**src/rtl/cic_pkg.sv**
```systemverilog
package cic_pkg;

    localparam int NSRC   = 32;
    localparam int NSUB   = 11;
    localparam int NGRP   = 4;
    localparam int IDX_W  = $clog2(NSRC);
    localparam int ADDR_W = 3;
    localparam int BUS_W  = 32;

    typedef logic [NSRC-1:0] src_vec_t;
    typedef logic [NSUB-1:0] sub_vec_t;

    typedef enum logic [ADDR_W-1:0] {
        SEL_SRC_PEND = 3'd0,
        SEL_SRC_MASK = 3'd1,
        SEL_SERVE    = 3'd2,
        SEL_SUB_PEND = 3'd3,
        SEL_SUB_MASK = 3'd4
    } reg_sel_e;

    typedef struct packed {
        src_vec_t src;
        src_vec_t serve;
        sub_vec_t sub;
    } clr_vec_t;

    // First sub bit of a group
    function automatic int grp_lo(input int g);
        case (g)
            0:       return 0;
            1:       return 3;
            2:       return 6;
            default: return 9;
        endcase
    endfunction

    // Last sub bit of a group
    function automatic int grp_hi(input int g);
        case (g)
            0:       return 2;
            1:       return 5;
            2:       return 8;
            default: return 10;
        endcase
    endfunction

    // Main position driven by a group
    function automatic int grp_parent(input int g);
        case (g)
            0:       return 28;
            1:       return 23;
            2:       return 15;
            default: return 31;
        endcase
    endfunction

    function automatic src_vec_t parent_positions();
        src_vec_t v;
        v = '0;
        for (int g = 0; g < NGRP; g++) begin
            v[grp_parent(g)] = 1'b1;
        end
        return v;
    endfunction

    localparam src_vec_t PARENT_VEC = parent_positions();

    function automatic src_vec_t lowest_onehot(input src_vec_t v);
        return v & (~v + src_vec_t'(1));
    endfunction

    function automatic logic [IDX_W-1:0] onehot_index(input src_vec_t v);
        logic [IDX_W-1:0] idx;
        idx = '0;
        for (int i = 0; i < NSRC; i++) begin
            if (v[i]) idx = idx | IDX_W'(i);
        end
        return idx;
    endfunction

endpackage

```
**src/rtl/cic_pend_bank.sv**
```systemverilog
module cic_pend_bank #(
    parameter int               WIDTH      = 8,
    parameter logic [WIDTH-1:0] LEVEL_BITS = '0
) (
    input  logic             clk,
    input  logic             rst,
    input  logic [WIDTH-1:0] req,
    input  logic [WIDTH-1:0] clr,
    output logic [WIDTH-1:0] pend
);

    logic [WIDTH-1:0] req_q;
    logic [WIDTH-1:0] set_now;

    // Level positions set every cycle; the rest only on a rising input
    for (genvar i = 0; i < WIDTH; i++) begin : g_bit
        if (LEVEL_BITS[i]) begin : g_level
            assign set_now[i] = req[i];
        end else begin : g_edge
            assign set_now[i] = req[i] & ~req_q[i];
        end
    end

    always_ff @(posedge clk) begin
        if (rst) begin
            req_q <= '0;
            pend  <= '0;
        end else begin
            req_q <= req;
            pend  <= (pend & ~clr) | set_now;
        end
    end

endmodule

```
**src/rtl/cic_subgroup.sv**
```systemverilog
module cic_subgroup
    import cic_pkg::*;
(
    input  sub_vec_t sub_pend,
    input  sub_vec_t sub_mask,
    output src_vec_t parent_req
);

    sub_vec_t        live;
    logic [NGRP-1:0] grp_req;

    assign live = sub_pend & ~sub_mask;

    for (genvar g = 0; g < NGRP; g++) begin : g_grp
        localparam int LO = grp_lo(g);
        localparam int HI = grp_hi(g);
        assign grp_req[g] = |live[HI:LO];
    end

    always_comb begin
        parent_req = '0;
        for (int g = 0; g < NGRP; g++) begin
            parent_req[IDX_W'(grp_parent(g))] = grp_req[g];
        end
    end

endmodule

```
**src/rtl/cic_arbiter.sv**
```systemverilog
module cic_arbiter
    import cic_pkg::*;
(
    input  logic             clk,
    input  logic             rst,
    input  src_vec_t         src_pend,
    input  src_vec_t         src_mask,
    input  src_vec_t         clr,
    output src_vec_t         serve,
    output logic             irq_req,
    output logic [IDX_W-1:0] irq_idx
);

    src_vec_t cand;

    assign cand = src_pend & ~src_mask;

    always_ff @(posedge clk) begin
        if (rst) begin
            serve <= '0;
        end else if (serve == '0) begin
            serve <= lowest_onehot(cand);
        end else begin
            serve <= serve & ~clr;
        end
    end

    assign irq_req = |serve;
    assign irq_idx = onehot_index(serve);

endmodule

```
**src/rtl/irq_cascade_ctrl.sv**
```systemverilog
module irq_cascade_ctrl
    import cic_pkg::*;
(
    input  logic              clk,
    input  logic              rst,
    input  logic [NSRC-1:0]   src_irq,
    input  logic [NSUB-1:0]   sub_irq,
    input  logic              bus_wen,
    input  logic [ADDR_W-1:0] bus_addr,
    input  logic [BUS_W-1:0]  bus_wdata,
    output logic [BUS_W-1:0]  bus_rdata,
    output logic              irq_req,
    output logic [IDX_W-1:0]  irq_idx
);

    reg_sel_e sel;
    clr_vec_t clr;
    src_vec_t src_pend;
    src_vec_t src_mask;
    src_vec_t int_pend;
    src_vec_t parent_req;
    src_vec_t main_req;
    sub_vec_t sub_pend;
    sub_vec_t sub_mask;

    assign sel = reg_sel_e'(bus_addr);

    // Write-one-to-clear strobes
    always_comb begin
        clr = '0;
        if (bus_wen) begin
            case (sel)
                SEL_SRC_PEND: clr.src   = bus_wdata;
                SEL_SERVE:    clr.serve = bus_wdata;
                SEL_SUB_PEND: clr.sub   = bus_wdata[NSUB-1:0];
                default:      clr       = '0;
            endcase
        end
    end

    always_ff @(posedge clk) begin
        if (rst) begin
            src_mask <= '1;
            sub_mask <= '1;
        end else if (bus_wen) begin
            if (sel == SEL_SRC_MASK) src_mask <= bus_wdata;
            if (sel == SEL_SUB_MASK) sub_mask <= bus_wdata[NSUB-1:0];
        end
    end

    cic_pend_bank #(
        .WIDTH      (NSUB),
        .LEVEL_BITS ('0)
    ) u_sub_bank (
        .clk  (clk),
        .rst  (rst),
        .req  (sub_irq),
        .clr  (clr.sub),
        .pend (sub_pend)
    );

    cic_subgroup u_group (
        .sub_pend   (sub_pend),
        .sub_mask   (sub_mask),
        .parent_req (parent_req)
    );

    assign main_req = (src_irq & ~PARENT_VEC) | parent_req;

    cic_pend_bank #(
        .WIDTH      (NSRC),
        .LEVEL_BITS (PARENT_VEC)
    ) u_src_bank (
        .clk  (clk),
        .rst  (rst),
        .req  (main_req),
        .clr  (clr.src),
        .pend (src_pend)
    );

    cic_arbiter u_arb (
        .clk      (clk),
        .rst      (rst),
        .src_pend (src_pend),
        .src_mask (src_mask),
        .clr      (clr.serve),
        .serve    (int_pend),
        .irq_req  (irq_req),
        .irq_idx  (irq_idx)
    );

    always_comb begin
        case (sel)
            SEL_SRC_PEND: bus_rdata = src_pend;
            SEL_SRC_MASK: bus_rdata = src_mask;
            SEL_SERVE:    bus_rdata = int_pend;
            SEL_SUB_PEND: bus_rdata = BUS_W'(sub_pend);
            SEL_SUB_MASK: bus_rdata = BUS_W'(sub_mask);
            default:      bus_rdata = '0;
        endcase
    end

endmodule

```
**config.mk**
```make
export PLATFORM = sky130hd
export DESIGN_NAME = irq_cascade_ctrl
export DESIGN_NICKNAME = d
export VERILOG_FILES = /design/src/rtl/cic_pkg.sv /design/src/rtl/cic_pend_bank.sv /design/src/rtl/cic_subgroup.sv /design/src/rtl/cic_arbiter.sv /design/src/rtl/irq_cascade_ctrl.sv
export SDC_FILE = /design/constraint.sdc
export NUM_CORES = 1
export LEC_CHECK = 0
export ABC_AREA = 1
export BUFFER_PORTS_ARGS = -buffer_cell sky130_fd_sc_hd__buf_2
export CAP_MARGIN = 20
export CORE_MARGIN = 2
export CORE_UTILIZATION = 55
export CTS_CLUSTER_DIAMETER = 50
export DETAILED_ROUTE_END_ITERATION = 10
export PLACE_DENSITY = 0.79
export SLEW_MARGIN = 20
export SYNTH_ARGS = -nofsm -noshare
export SYNTH_HDL_FRONTEND = slang
export SYNTH_SLANG_ARGS = --single-unit
```
**constraint.sdc**
```tcl
create_clock -name clk -period 1.8 [get_ports clk]
set_input_delay 0.09 -clock clk [delete_from_list [all_inputs] [get_ports clk]]
set_output_delay 0.09 -clock clk [all_outputs]
set_load 0.05 [all_outputs]
```
==> results.json <==
{
  "dpl.hpwl_mm": 13.4,
  "power.share.combinational_pct": 27.5,
  "setup_violations": 2,
  "regToRegSetupSlack_ps": 140,
  "timing.final.crit_share_pct": 101,
  "drc": 0,
  "fillCellCount": 978,
  "synth_top_area_share_pct": 45.2,
  "worstPathMaxFanout": 4,
  "detail_route.vias_per_cell": 5.51,
  "status": "finished with violations",
  "hp-class": "in -> reg",
  "portBuffers": 114,
  "p_sw_share_pct": 33.7,
  "ff_latch_area_sq_um": 3150,
  "critPathLaunchType": "flop",
  "gp_congestion": 0.960,
  "endpoint_kind": "primary output",
  "hold_violations": 0,
  "wl_per_cell_um": 15.7,
  "period_minus_slack_ps": 1810,
  "p_clk_share_pct": 36.6,
  "switchingPower_w": 0.00362,
  "power_leakage_nw": 4.72,
  "ys_top_cells_by_area": "dfxtp_1 45%, nand2_1 16%, inv_1 5.8%",
  "clkTransAtPathRegs_ps": 60,
  "diodes": 0,
  "syn-num-nets": 1064,
  "multi_input_area_sq_um": 3220,
  "yosysTopAreaCell": "dfxtp_1",
  "wirelength_mm": 21.2,
  "num_io_pins": 119,
  "cts_tree": "yes",
  "syn_to_final_growth_pct": 32.6,
  "core_sq_um": 12500,
  "yosys.cell_types.count": 33,
  "nNetsFinal": 1243,
  "internal_power_w": 0.00711,
  "cts_buffers": 17,
  "overflow": 0,
  "die_x_um": 116,
  "violations": "negative setup slack",
  "grt_pass1_vias": 7125,
  "ir_drop_mv": 1.18,
  "die_area_sq_um": 13600,
  "synthFlopType": "dfxtp_1",
  "power.density_nw_per_um2": 1160,
  "placementRows": 41,
  "ys_ff_latch": 157,
  "syn_area_sq_um": 6960,
  "grt.total_usage_pct": 31.9,
  "sequentialPowerShare_pct": 36.0,
  "worstMarginPinSlew_ps": 457,
  "drv_cap": 0,
  "dr.pass1.iters": 6,
  "critPathRequiredTime_ps": 1710,
  "arrival_ps": 1720,
  "antenna_found_initial": 0,
  "root_buffer": "clkbuf_16",
  "drt_iter0_drc": 693,
  "insertion_delay_ps": 420,
  "fmax_ghz": 0.553,
  "drv_slew": 0,
  "criticalPathCategory": "reg -> out",
  "num_vias": 7427,
  "ant_nets": 0,
  "rsz0062_at_grt": "yes",
  "syn_area_per_cell_sq_um": 7.08,
  "start_util_pct": 55.8,
  "grt_pass1_wl_mm": 33.8,
  "die_h_um": 116,
  "timing.slew.headroom_pct": 69.3,
  "grt_max_degree": 59,
  "drive_above_1_share_pct": 18.5,
  "synth_warnings": 0,
  "timing.hold.ws_ps": 20.7,
  "setup_slack_ps": -9.61,
  "yosysMostFrequentCell": "nand2_1",
  "syn_inst": 983,
  "clock-sinks": 157,
  "synth_common_cells": "289 x nand2_1, 157 x dfxtp_1, 107 x inv_1, 60 x nor2_1, 55 x o21ai_1",
  "ys_seq_area_share_pct": 45.2,
  "cts_buffer_depth": 2,
  "ys_async_sr_fraction_pct": 0,
  "htreeDepth": 4,
  "synth_edf_count": 0,
  "pre_cts_ws_ps": 208,
  "finalClockSkew_ps": 7.68
}
## cell families (layout without fill, tap and decap cells)
group	Yosys count	after routing	share of synthesized area [%]
compound gates	239	239	20.3
simple gates	416	417	24.8
buf+inv	171	362	9.75
flops	157	157	45.2
## power groups by stage
stage | registers (W) | logic, W | clock network (W)
2_1_floorplan | 0.00387 | 0.00196 | 0
6_report | 0.00386 | 0.00295 | 0.00393
5_1_grt | 0.00388 | 0.00313 | 0.00411
4_1_cts | 0.00385 | 0.00286 | 0.00394
3_5_place_dp | 0.00392 | 0.00255 | 0
3_3_place_gp | 0.00392 | 0.00253 | 0
## placed cells by master (no fill, tap or decap), types with 4 or more instances in the layout
master,count
bufinv_16,5
nand2_2,5
dfxtp_2,8
a21oi_1,36
buf_4,18
o211ai_1,40
o221ai_1,7
a31oi_1,4
nor2_2,8
inv_1,107
o21ai_0,47
buf_12,6
clkbuf_16,17
nor3_1,8
nand4_1,21
o21ai_1,55
nor2_4,8
dfxtp_1,149
o22ai_1,40
nand2_1,285
nor2_1,51
nand3_1,18
nor4_1,7
dlygate4sd3_1,70
clkinv_4,4
inv_2,16
buf_2,112
## final timing paths
kind / from / endpoint / depth (start not counted)
worst max-delay path: u_arb.serve[13] / irq_idx[2] / 4
worst min register to register: u_sub_bank.req_q[5] / u_sub_bank.pend[5] / 1
worst max register to register: src_mask[0] / u_arb.serve[29] / 8
worst min-delay path: bus_wdata[10] / sub_mask[10] / 3
## sequential cells by signal (all words and copies together) (netlist names)
register,flops
src_mask,32
sub_mask,11
u_arb.serve,32
u_src_bank.pend,32
u_src_bank.req_q,28
u_sub_bank.pend,11
u_sub_bank.req_q,11
## stage by stage
stage / total power [W] / area, sq um / utilization, % / instances / TNS, ps
2_1_floorplan: 0.00583 / 6960 / - / 983 / 0
3_3_place_gp: 0.00644 / 7740 / 62.1 / 1239 / 0
3_5_place_dp: 0.00647 / 7740 / 62.1 / 1239 / 0
4_1_cts: 0.0107 / 9160 / 73.5 / 1346 / 0
5_1_grt: 0.0111 / 9230 / 74.0 / 1347 / -74.4
6_report: 0.0107 / 9230 / 74.0 / 1347 / -14.3
## what timing repair did
item | CTS | global route
pin swaps | 8 | 4
gates resized for setup | 15 | 18
buffers inserted | 4 | 1
setup endpoints to repair | 2 | 3
endpoints found under the hold margin | 119 | 0
hold buffers | 70 | 0
gates cloned | 1 | 0
## critical path: stages (launching register included)
cell and delay (ps):
dfxtp_2 350, nor2_4 130, nand2_2 90, or4_4 570, buf_8 170
## routing by layer
layer  vias up  track usage (%)  wire (um)
met1      3450             40.5       9150
li1       3631                -          -
met5         -                0          0
met3        49             6.38       1390
met4         0             12.5        560
met2       297             53.6      10100
## layout make-up
type / count / area share [%]
clock inverters: 14 / 2.35
well taps: 172 / 2.33
flip-flops and latches: 157 / 34.2
repair buffers: 207 / 16.6
multi-input cells: 656 / 34.9
clock buffers: 18 / 4.65
inverters: 123 / 5.00
No activity file was read; power rests on OpenSTA's default activity.
